<file path="config.mk">
export PLATFORM = sky130hd
export DESIGN_NAME = pcm_pwm
export DESIGN_NICKNAME = d
export VERILOG_FILES = /design/src/rtl/pcm_pkg.sv /design/src/rtl/pcm_sync.sv /design/src/rtl/pcm_filter.sv /design/src/rtl/pcm_timebase.sv /design/src/rtl/pcm_pwm.sv
export SDC_FILE = /design/constraint.sdc
export NUM_CORES = 1
export LEC_CHECK = 0
export CAP_MARGIN = 40
export CORE_MARGIN = 8
export CORE_UTILIZATION = 50
export DETAILED_ROUTE_END_ITERATION = 6
export PLACE_DENSITY_LB_ADDON = 0.1
export SYNTH_ARGS = -nofsm -noshare
export SYNTH_HDL_FRONTEND = slang
export SYNTH_SLANG_ARGS = --single-unit
</file>
<file path="constraint.sdc">
create_clock -name clk -period 4 [get_ports clk]
set_input_delay 0.6 -clock clk [delete_from_list [all_inputs] [get_ports clk]]
set_output_delay 0.6 -clock clk [all_outputs]
set_load 0.02 [all_outputs]
</file>
<file path="src/rtl/pcm_pkg.sv">
package pcm_pkg;
  typedef enum logic [1:0] {
    EV_NONE  = 2'd0,
    EV_CMP   = 2'd1,
    EV_TRIP  = 2'd2,
    EV_START = 2'd3
  } pcm_evt_e;
endpackage

</file>
<file path="src/rtl/pcm_sync.sv">
module pcm_sync #(
  parameter int STAGES = 2
) (
  input  logic clk,
  input  logic rst,
  input  logic d_i,
  output logic q_o
);
  logic [STAGES-1:0] chain;

  generate
    if (STAGES == 1) begin : g_one
      always_ff @(posedge clk) begin
        if (rst) chain <= '0;
        else     chain <= d_i;
      end
    end else begin : g_multi
      always_ff @(posedge clk) begin
        if (rst) chain <= '0;
        else     chain <= {chain[STAGES-2:0], d_i};
      end
    end
  endgenerate

  assign q_o = chain[STAGES-1];
endmodule

</file>
<file path="src/rtl/pcm_filter.sv">
module pcm_filter #(
  parameter int WIN    = 5,
  parameter int THRESH = 4
) (
  input  logic clk,
  input  logic rst,
  input  logic d_i,
  output logic q_o
);
  localparam int CW = $clog2(WIN + 1);
  localparam int LO = WIN - THRESH;

  logic [WIN-1:0] hist;
  logic [CW-1:0]  ones;

  always_comb begin
    ones = '0;
    for (int i = 0; i < WIN; i++) ones = ones + CW'(hist[i]);
  end

  always_ff @(posedge clk) begin
    if (rst) begin
      hist <= '0;
      q_o  <= 1'b0;
    end else begin
      hist <= {hist[WIN-2:0], d_i};
      if (ones >= CW'(THRESH))  q_o <= 1'b1;
      else if (ones <= CW'(LO)) q_o <= 1'b0;
    end
  end
endmodule

</file>
<file path="src/rtl/pcm_timebase.sv">
module pcm_timebase #(
  parameter int CNT_W = 16
) (
  input  logic             clk,
  input  logic             rst,
  input  logic [CNT_W-1:0] period_i,
  output logic [CNT_W-1:0] cnt_o
);
  always_ff @(posedge clk) begin
    if (rst)                   cnt_o <= '0;
    else if (cnt_o >= period_i) cnt_o <= '0;
    else                       cnt_o <= cnt_o + CNT_W'(1);
  end
endmodule

</file>
<file path="src/rtl/pcm_pwm.sv">
module pcm_pwm
  import pcm_pkg::*;
#(
  parameter int CNT_W       = 16,
  parameter int SYNC_STAGES = 2,
  parameter int FILT_WIN    = 5,
  parameter int FILT_THRESH = 4
) (
  input  logic             clk,
  input  logic             rst,
  input  logic [CNT_W-1:0] period_i,
  input  logic [CNT_W-1:0] cmp_max_i,
  input  logic [CNT_W-1:0] blank_len_i,
  input  logic             trip_i,
  output logic             pwm_o,
  output logic             sync_o,
  output logic             trip_flag_o
);
  logic [CNT_W-1:0] cnt_w;
  logic             trip_sync;
  logic             trip_filt;
  logic             cnt_zero, in_blank, cmp_hit, trip_ok;
  pcm_evt_e         evt;

  pcm_sync #(.STAGES(SYNC_STAGES)) u_sync (
    .clk(clk), .rst(rst), .d_i(trip_i), .q_o(trip_sync)
  );

  pcm_filter #(.WIN(FILT_WIN), .THRESH(FILT_THRESH)) u_filt (
    .clk(clk), .rst(rst), .d_i(trip_sync), .q_o(trip_filt)
  );

  pcm_timebase #(.CNT_W(CNT_W)) u_tb (
    .clk(clk), .rst(rst), .period_i(period_i), .cnt_o(cnt_w)
  );

  always_comb begin
    cnt_zero = (cnt_w == '0);
    in_blank = cnt_zero || (cnt_w < blank_len_i);
    cmp_hit  = !cnt_zero && (cnt_w >= cmp_max_i);
    trip_ok  = trip_filt && !in_blank;
    if (cnt_zero)     evt = EV_START;
    else if (cmp_hit) evt = EV_CMP;
    else if (trip_ok) evt = EV_TRIP;
    else              evt = EV_NONE;
  end

  always_ff @(posedge clk) begin
    if (rst) begin
      pwm_o       <= 1'b0;
      sync_o      <= 1'b0;
      trip_flag_o <= 1'b0;
    end else begin
      sync_o <= cnt_zero;
      case (evt)
        EV_START: begin
          pwm_o       <= 1'b1;
          trip_flag_o <= 1'b0;
        end
        EV_CMP:  pwm_o <= 1'b0;
        EV_TRIP: begin
          if (pwm_o) trip_flag_o <= 1'b1;
          pwm_o <= 1'b0;
        end
        default: ;
      endcase
    end
  end
endmodule

</file>
==> run summary, run 1 <==
Layout area overhead -> 25.8%
Share of layout cells above drive strength 1 -> 5.67%
Initial core utilization -> 51.9%
Clock slew seen by the registers of the worst setup and hold paths -> 0.09 ns
DP HPWL -> 4430 um
Fraction of registers with async set or reset after synthesis -> 0%
HP Class -> reg -> reg
Worst setup EP type -> flop
Largest net degree at the start of global routing -> 17
Nature of the critical path startpoint -> primary input
RSZ-0062 raised after global routing -> false
Total of max-cap violations -> 0
Drt drc -> 0
CP Data Required Time -> 4.15 ns
Core Box Area -> 0.00475 mm^2
Sw Share -> 26.1%
Final setup viols -> 0
Synth warn -> 0
Post-synthesis register bit count -> 27
Hold Vio Cnt, Final -> 0
Syn Area/Cell -> 8.75 um^2
Synth top area share -> 27.4%
Final net count -> 443
Global-route wire length before repair -> 9970 um
Die width -> 86.3 um
Pre-antenna DRT Iters -> 5
CP Data Arrival Time -> 3.10 ns
Vias in the first global route -> 2268
Setup Fix Bufs, Post-CTS -> 0
Crit path kind -> in -> reg
Internal -> 440 uW
Routability Congestion -> 0.831
Cell Area, Synth -> 0.00247 mm^2
Tmin final -> 2.94 ns
CTS tree -> built
Clock Path Buffers -> 2
Final period util -> 73.6%
Vias -> 2135
Final Max Slew Viols -> 0
CTS Hold Bufs -> 0
Routed vias/inst -> 5.31
Die area -> 0.00744 mm^2
Lkg Pwr -> 0.00147 uW
Top-count cell post-synth -> inv_1
CP Buf/Inv Count -> 2
Clk_lat worst skew -> 0.27 ns
Clock network power share -> 25.3%
Pwr Density -> 192 mW/mm^2
Actual slew at the worst max-slew pin -> 0.883 ns
Global Route Usage Sum -> 16.2%
# port buffers -> 53
Worst setup startpoint -> blank_len_i[6]
CTS Buf Count -> 3
Post-synth EDFFs -> 0
Register area -> 541 um^2
Largest cells by area after synthesis -> ha_1 27%, dfxtp_1 22%, inv_1 8.8%, a211oi_2 5.1%, xnor2_1 2.8%
H-tree depth -> 1
Outcome -> complete, no violations
Multi-input logic area -> 0.00169 mm^2
Drt wl/cell -> 13.9 um
Worst Skew -> 0.00394 ns
Reg power frac -> 48.1%
Syn nets -> 389
Post-CTS sizing -> 0
Setup ws final -> 1.06 ns
Worst VDD drop -> 0.227 mV
Max stage delay on crit path -> 0.45 ns
WL final -> 5570 um
Num ports -> 54
CP top delay family -> compound AO/OA/AOI/OAI gates
CP max-delay cell -> clkdlybuf4s50_1
Synth top cells by count -> 58 x inv_1, 54 x ha_1, 27 x dfxtp_1, 13 x a21oi_1
Pre-CTS setup slack -> 0.764 ns
Worst Path Max Fanout -> 2
R2r startpoint -> u_tb.cnt_o[5]$_SDFF_PP0_
Critical path cell sequence -> clkdlybuf4s50_1 -> inv_1 -> ha_1 -> and3_1 -> a221oi_1 -> o21ai_1 -> a311o_1 -> a31o_1 -> ha_1 -> mux2i_1 -> nor2_1
Total number of placement rows -> 25
Hold_sp -> u_sync.chain[1]$_SDFF_PP0_
Syn Inst Count -> 282
Slew margin rel. -> 41.1%
Antenna-violating nets left -> 0
Root Driver -> clkbuf_8
Primary FF master, synth -> dfxtp_1
Total negative setup slack -> 0 ns
F_max -> 340 MHz
Most used cell, CP -> ha_1
First DRT Iteration DRCs -> 98
CTS sink count -> 27
Switching Power -> 156 uW
Chip height -> 86.3 um
Grt ovf -> 0
Fillers -> 414
Initial antenna violation count -> 0
Yosys top cell by area -> ha_1
Register area share after synthesis -> 21.9%
Yosys cell types -> 44
Combinational power share -> 26.7%
Ant diodes -> 0
## state kept, by name, summed over array words and instances (netlist names)
| name | cells |
|---|---|
| u_sync.chain | 2 |
| trip_flag_o | 1 |
| u_filt.hist | 5 |
| u_filt.q_o | 1 |
| u_tb.cnt_o | 16 |
| pwm_o | 1 |
| sync_o | 1 |
## power by group through the flow
stage / Sequential (uW) / Clock [uW] / Combinational [uW]
2_1_floorplan: 295 / 0 / 80.2
3_3_place_gp: 293 / 0 / 154
3_5_place_dp: 293 / 0 / 160
4_1_cts: 287 / 158 / 161
5_1_grt: 288 / 167 / 180
6_report: 286 / 150 / 159
## cell families (layout without fill, tap and decap cells)
group / count (synthesis) / in the layout / share of synthesized area [%]
and+or+nand+nor: 64 / 64 / 14.4
buffers and inverters: 62 / 115 / 9.78
AOI/OAI and AO/OA: 58 / 58 / 19.5
adders and majority gates: 56 / 56 / 29.0
DFF: 27 / 27 / 21.9
xor gates and xnor gates: 14 / 14 / 4.97
muxes: 1 / 1 / 0.405
## worst paths after layout
kind	end	slack (ns)	cells past startpoint
setup / recovery	pwm_o$_SDFFE_PP0P_	1.06	11
hold / removal	u_filt.hist[0]$_SDFF_PP0_	0.45	1
setup reg to reg	pwm_o$_SDFFE_PP0P_	1.30	9
hold reg to reg	u_filt.hist[0]$_SDFF_PP0_	0.45	1
## cell usage in the layout, fill, tap and decap left out, types with 3 or more instances in the layout
master | Yosys | routed
nor2b_1 | 6 | 6
inv_1 | 58 | 58
a21oi_1 | 13 | 13
o21ai_0 | 5 | 5
ha_1 | 54 | 54
nand4_1 | 10 | 10
nand2_1 | 9 | 9
clkbuf_8 | 0 | 3
a211oi_2 | 10 | 10
nor3_1 | 6 | 6
xor2_1 | 6 | 6
dfxtp_1 | 27 | 27
a21o_1 | 4 | 4
nor2_1 | 10 | 10
nand2b_1 | 3 | 3
clkdlybuf4s50_1 | 0 | 53
a211oi_1 | 9 | 9
nand3_1 | 8 | 8
xnor2_1 | 8 | 8
and3_1 | 4 | 4
## final cells by class
class                      count  area share (%)
timing repair buffer          53            17.1
tap                           67            2.70
multi-input combinational    193            54.3
inverter                      58            7.01
clock buffer                   3            1.33
sequential                    27            17.4
clock inverter                 1           0.161
## per-layer routing
| metal | part of all wire (%) | vias up | global-route usage (%) |
|---|---|---|---|
| met5 | 0 | - | 0 |
| met4 | 0.79 | 0 | 2.19 |
| met3 | 7.0 | 8 | 4.54 |
| met2 | 48 | 56 | 29.3 |
| met1 | 44 | 967 | 18.9 |
| li1 | - | 1104 | - |
## metrics by stage
step                instance area, um^2  hold WS (ns)  total power [uW]  cells  util, %
detailed placement                 3060         0.435               453    398     64.3
CTS                                3110         0.456               605    402     65.3
global route                       3110         0.466               635    402     65.3
floorplan                          2470         0.414               375    282        -
global placement                   3060         0.418               447    398     64.3
finish                             3110         0.449               596    402     65.3
Note: power is estimated with default switching activity, not from simulation.
==> run 2, diff against run 1 <==
clock period = 3.05 ns   (was 4 ns; I/O delays follow)
==> run 2 against run 1 <==
Against the previous run: combinational power up 30%; non-clock buffer count is 4 higher; core utilization up 0.63 points; sequential power is 31% higher; total power up 31%.
==> run summary, run 2 (same netlist as run 1, synthesis figures left out) <==
Grt ovf -> 0 (unchanged)
Layout area overhead -> 27.0%
CTS tree -> built
Total negative setup slack -> 0 ns (unchanged)
Root Driver -> clkbuf_8
Final setup viols -> 0 (unchanged)
# port buffers -> 53 (unchanged)
Die width -> 86.3 um (unchanged)
Clock Path Buffers -> 2 (unchanged)
Hold Vio Cnt, Final -> 0 (unchanged)
Antenna-violating nets left -> 0 (unchanged)
HP Class -> reg -> reg
Worst Skew -> 0.00445 ns (+0.000505 ns)
Clock slew seen by the registers of the worst setup and hold paths -> 0.09 ns (about the same)
Reg2reg path depth -> 9 (unchanged)
Final Max Slew Viols -> 0 (unchanged)
Routability Congestion -> 0.826 (-0.59%)
Crit path kind -> in -> reg
Total number of placement rows -> 25 (unchanged)
Biggest register -> u_tb.cnt_o
Initial antenna violation count -> 0 (unchanged)
Post-layout util -> 65.9% (+0.63 points)
Core Box Area -> 0.00475 mm^2 (unchanged)
Clk_lat worst skew -> 0.27 ns (about the same)
Most common cell after layout, fill and taps aside -> inv_1
CP Data Required Time -> 3.20 ns (-0.95 ns)
Final net count -> 447 (+0.90%)
Hold Path Depth -> 1 (unchanged)
Worst Path Max Fanout -> 2 (unchanged)
Multi-input logic area -> 0.00169 mm^2 (unchanged)
Total of max-cap violations -> 0 (unchanged)
Register area -> 541 um^2 (unchanged)
Num ports -> 54 (unchanged)
CTS sink count -> 27 (unchanged)
Tmin final -> 2.79 ns
Hold_sp -> u_sync.chain[1]$_SDFF_PP0_
Vias -> 2127 (-0.37%)
CP Data Arrival Time -> 2.94 ns (-0.16 ns)
Ant diodes -> 0 (unchanged)
Slew margin rel. -> 42.8% (+1.6 points)
Vias in the first global route -> 2148 (-5.3%)
R2R setup slack -> 0.39 ns (-0.91 ns)
FF-to-FF End -> pwm_o$_SDFFE_PP0P_
Initial core utilization -> 51.9% (unchanged)
Final period util -> 91.4%
Outcome -> complete, no violations
Commonest non-fill, non-tap cells in the layout -> 58 x inv_1, 54 x ha_1, 53 x clkdlybuf4s50_1
Lkg Pwr -> 0.00149 uW (+1.5%)
Pwr Density -> 249 mW/mm^2 (+30%)
F_max -> 359 MHz
Max reg flops -> 16 (unchanged)
Share of layout cells above drive strength 1 -> 6.78% (+1.1 points)
Drt drc -> 0 (unchanged)
First DRT Iteration DRCs -> 92 (-6.1%)
Actual slew at the worst max-slew pin -> 0.858 ns (-0.0243 ns)
CTS Buf Count -> 3 (unchanged)
Pre-antenna DRT Iters -> 4 (-1)
DP HPWL -> 4480 um (+1.2%)
RSZ-0062 raised after global routing -> false
Fillers -> 425 (+2.7%)
Drt wl/cell -> 13.5 um (-2.6%)
Design Area, Final -> 0.00314 mm^2 (+0.97%)
Largest net degree at the start of global routing -> 17 (unchanged)
Setup Fix Bufs, Post-CTS -> 0 (unchanged)
Largest registers -> u_tb.cnt_o: 16 flops, u_filt.hist: 5 flops, u_sync.chain: 2 flops
Worst VDD drop -> 0.343 mV (+51%)
Die area -> 0.00744 mm^2 (unchanged)
WHS Endpoint -> u_filt.hist[0]$_SDFF_PP0_
H-tree depth -> 1 (unchanged)
Worst setup EP type -> flop
Nature of the critical path startpoint -> primary input
Post-CTS sizing -> 0 (unchanged)
Area after detailed placement -> 0.00309 mm^2 (+0.98%)
WL final -> 5480 um (-1.7%)
Global Route Usage Sum -> 15.8% (-0.43 points)
Global-route wire length before repair -> 9690 um (-2.8%)
R2r startpoint -> u_tb.cnt_o[6]$_SDFF_PP0_
Routed vias/inst -> 5.24 (-1.4%)
Chip height -> 86.3 um (unchanged)
CTS Hold Bufs -> 0 (unchanged)
## run 2: cell count changes in the layout (fill, tap and decap cells not counted), sizes merged
cell  delta
buf      +4
## run 2: per-stage QoR
step / std cells / power, uW / setup slack (ns) / hold slack [ns]
CTS: 406 / 792 / 0.252 / 0.452
global route: 406 / 832 / 0.117 / 0.458
detailed placement: 402 / 594 / -0.0449 / 0.427
global placement: 402 / 587 / 0.00590 / 0.419
finish: 406 / 780 / 0.262 / 0.445
floorplan: 282 / 492 / 0.644 / 0.414
## run 2: worst max path at each step
stage	start	to	slack, ns	cells after the start
3_3_place_gp	blank_len_i[5]	pwm_o$_SDFFE_PP0P_	0.006	11
5_1_grt	blank_len_i[5]	trip_flag_o$_SDFFE_PP0P_	0.12	11
3_5_place_dp	blank_len_i[5]	pwm_o$_SDFFE_PP0P_	-0.04	11
2_1_floorplan	blank_len_i[13]	pwm_o$_SDFFE_PP0P_	0.64	10
6_report	blank_len_i[5]	pwm_o$_SDFFE_PP0P_	0.26	11
4_1_cts	blank_len_i[5]	pwm_o$_SDFFE_PP0P_	0.25	11
## run 2: layer usage
metal  vias up  share of wire (%)  track usage (%)
li1       1107                  -                -
met4         0                  0             1.56
met1       963                 44             18.9
met5         -                  0                0
met3         0                7.5             4.16
met2        57                 49             28.3
## run 2: layout make-up
cell class	count	area share [%]
Timing Repair Buffer	57	17.9
Sequential cell	27	17.2
Tap cell	67	2.67
Multi-Input combinational cell	193	53.8
Clock buffer	3	1.32
Inverter	58	6.94
Clock inverter	1	0.160
## run 2: where the power goes
group | switching [uW] | internal, uW | leakage [uW]
combinational | 85.0 | 122 | 0.00125
sequential | 12.9 | 364 | 0.000219
clock | 106 | 91.4 | 0.0000255
## run 2: worst max-delay path, cell delays in order
cell,delay [ns]
clkdlybuf4s50_1,0.45
inv_1,0.05
ha_1,0.30
a21o_1,0.16
a221oi_1,0.27
o21ai_1,0.16
a311o_1,0.40
a31o_1,0.25
ha_1,0.27
mux2i_1,0.12
nor2_1,0.06
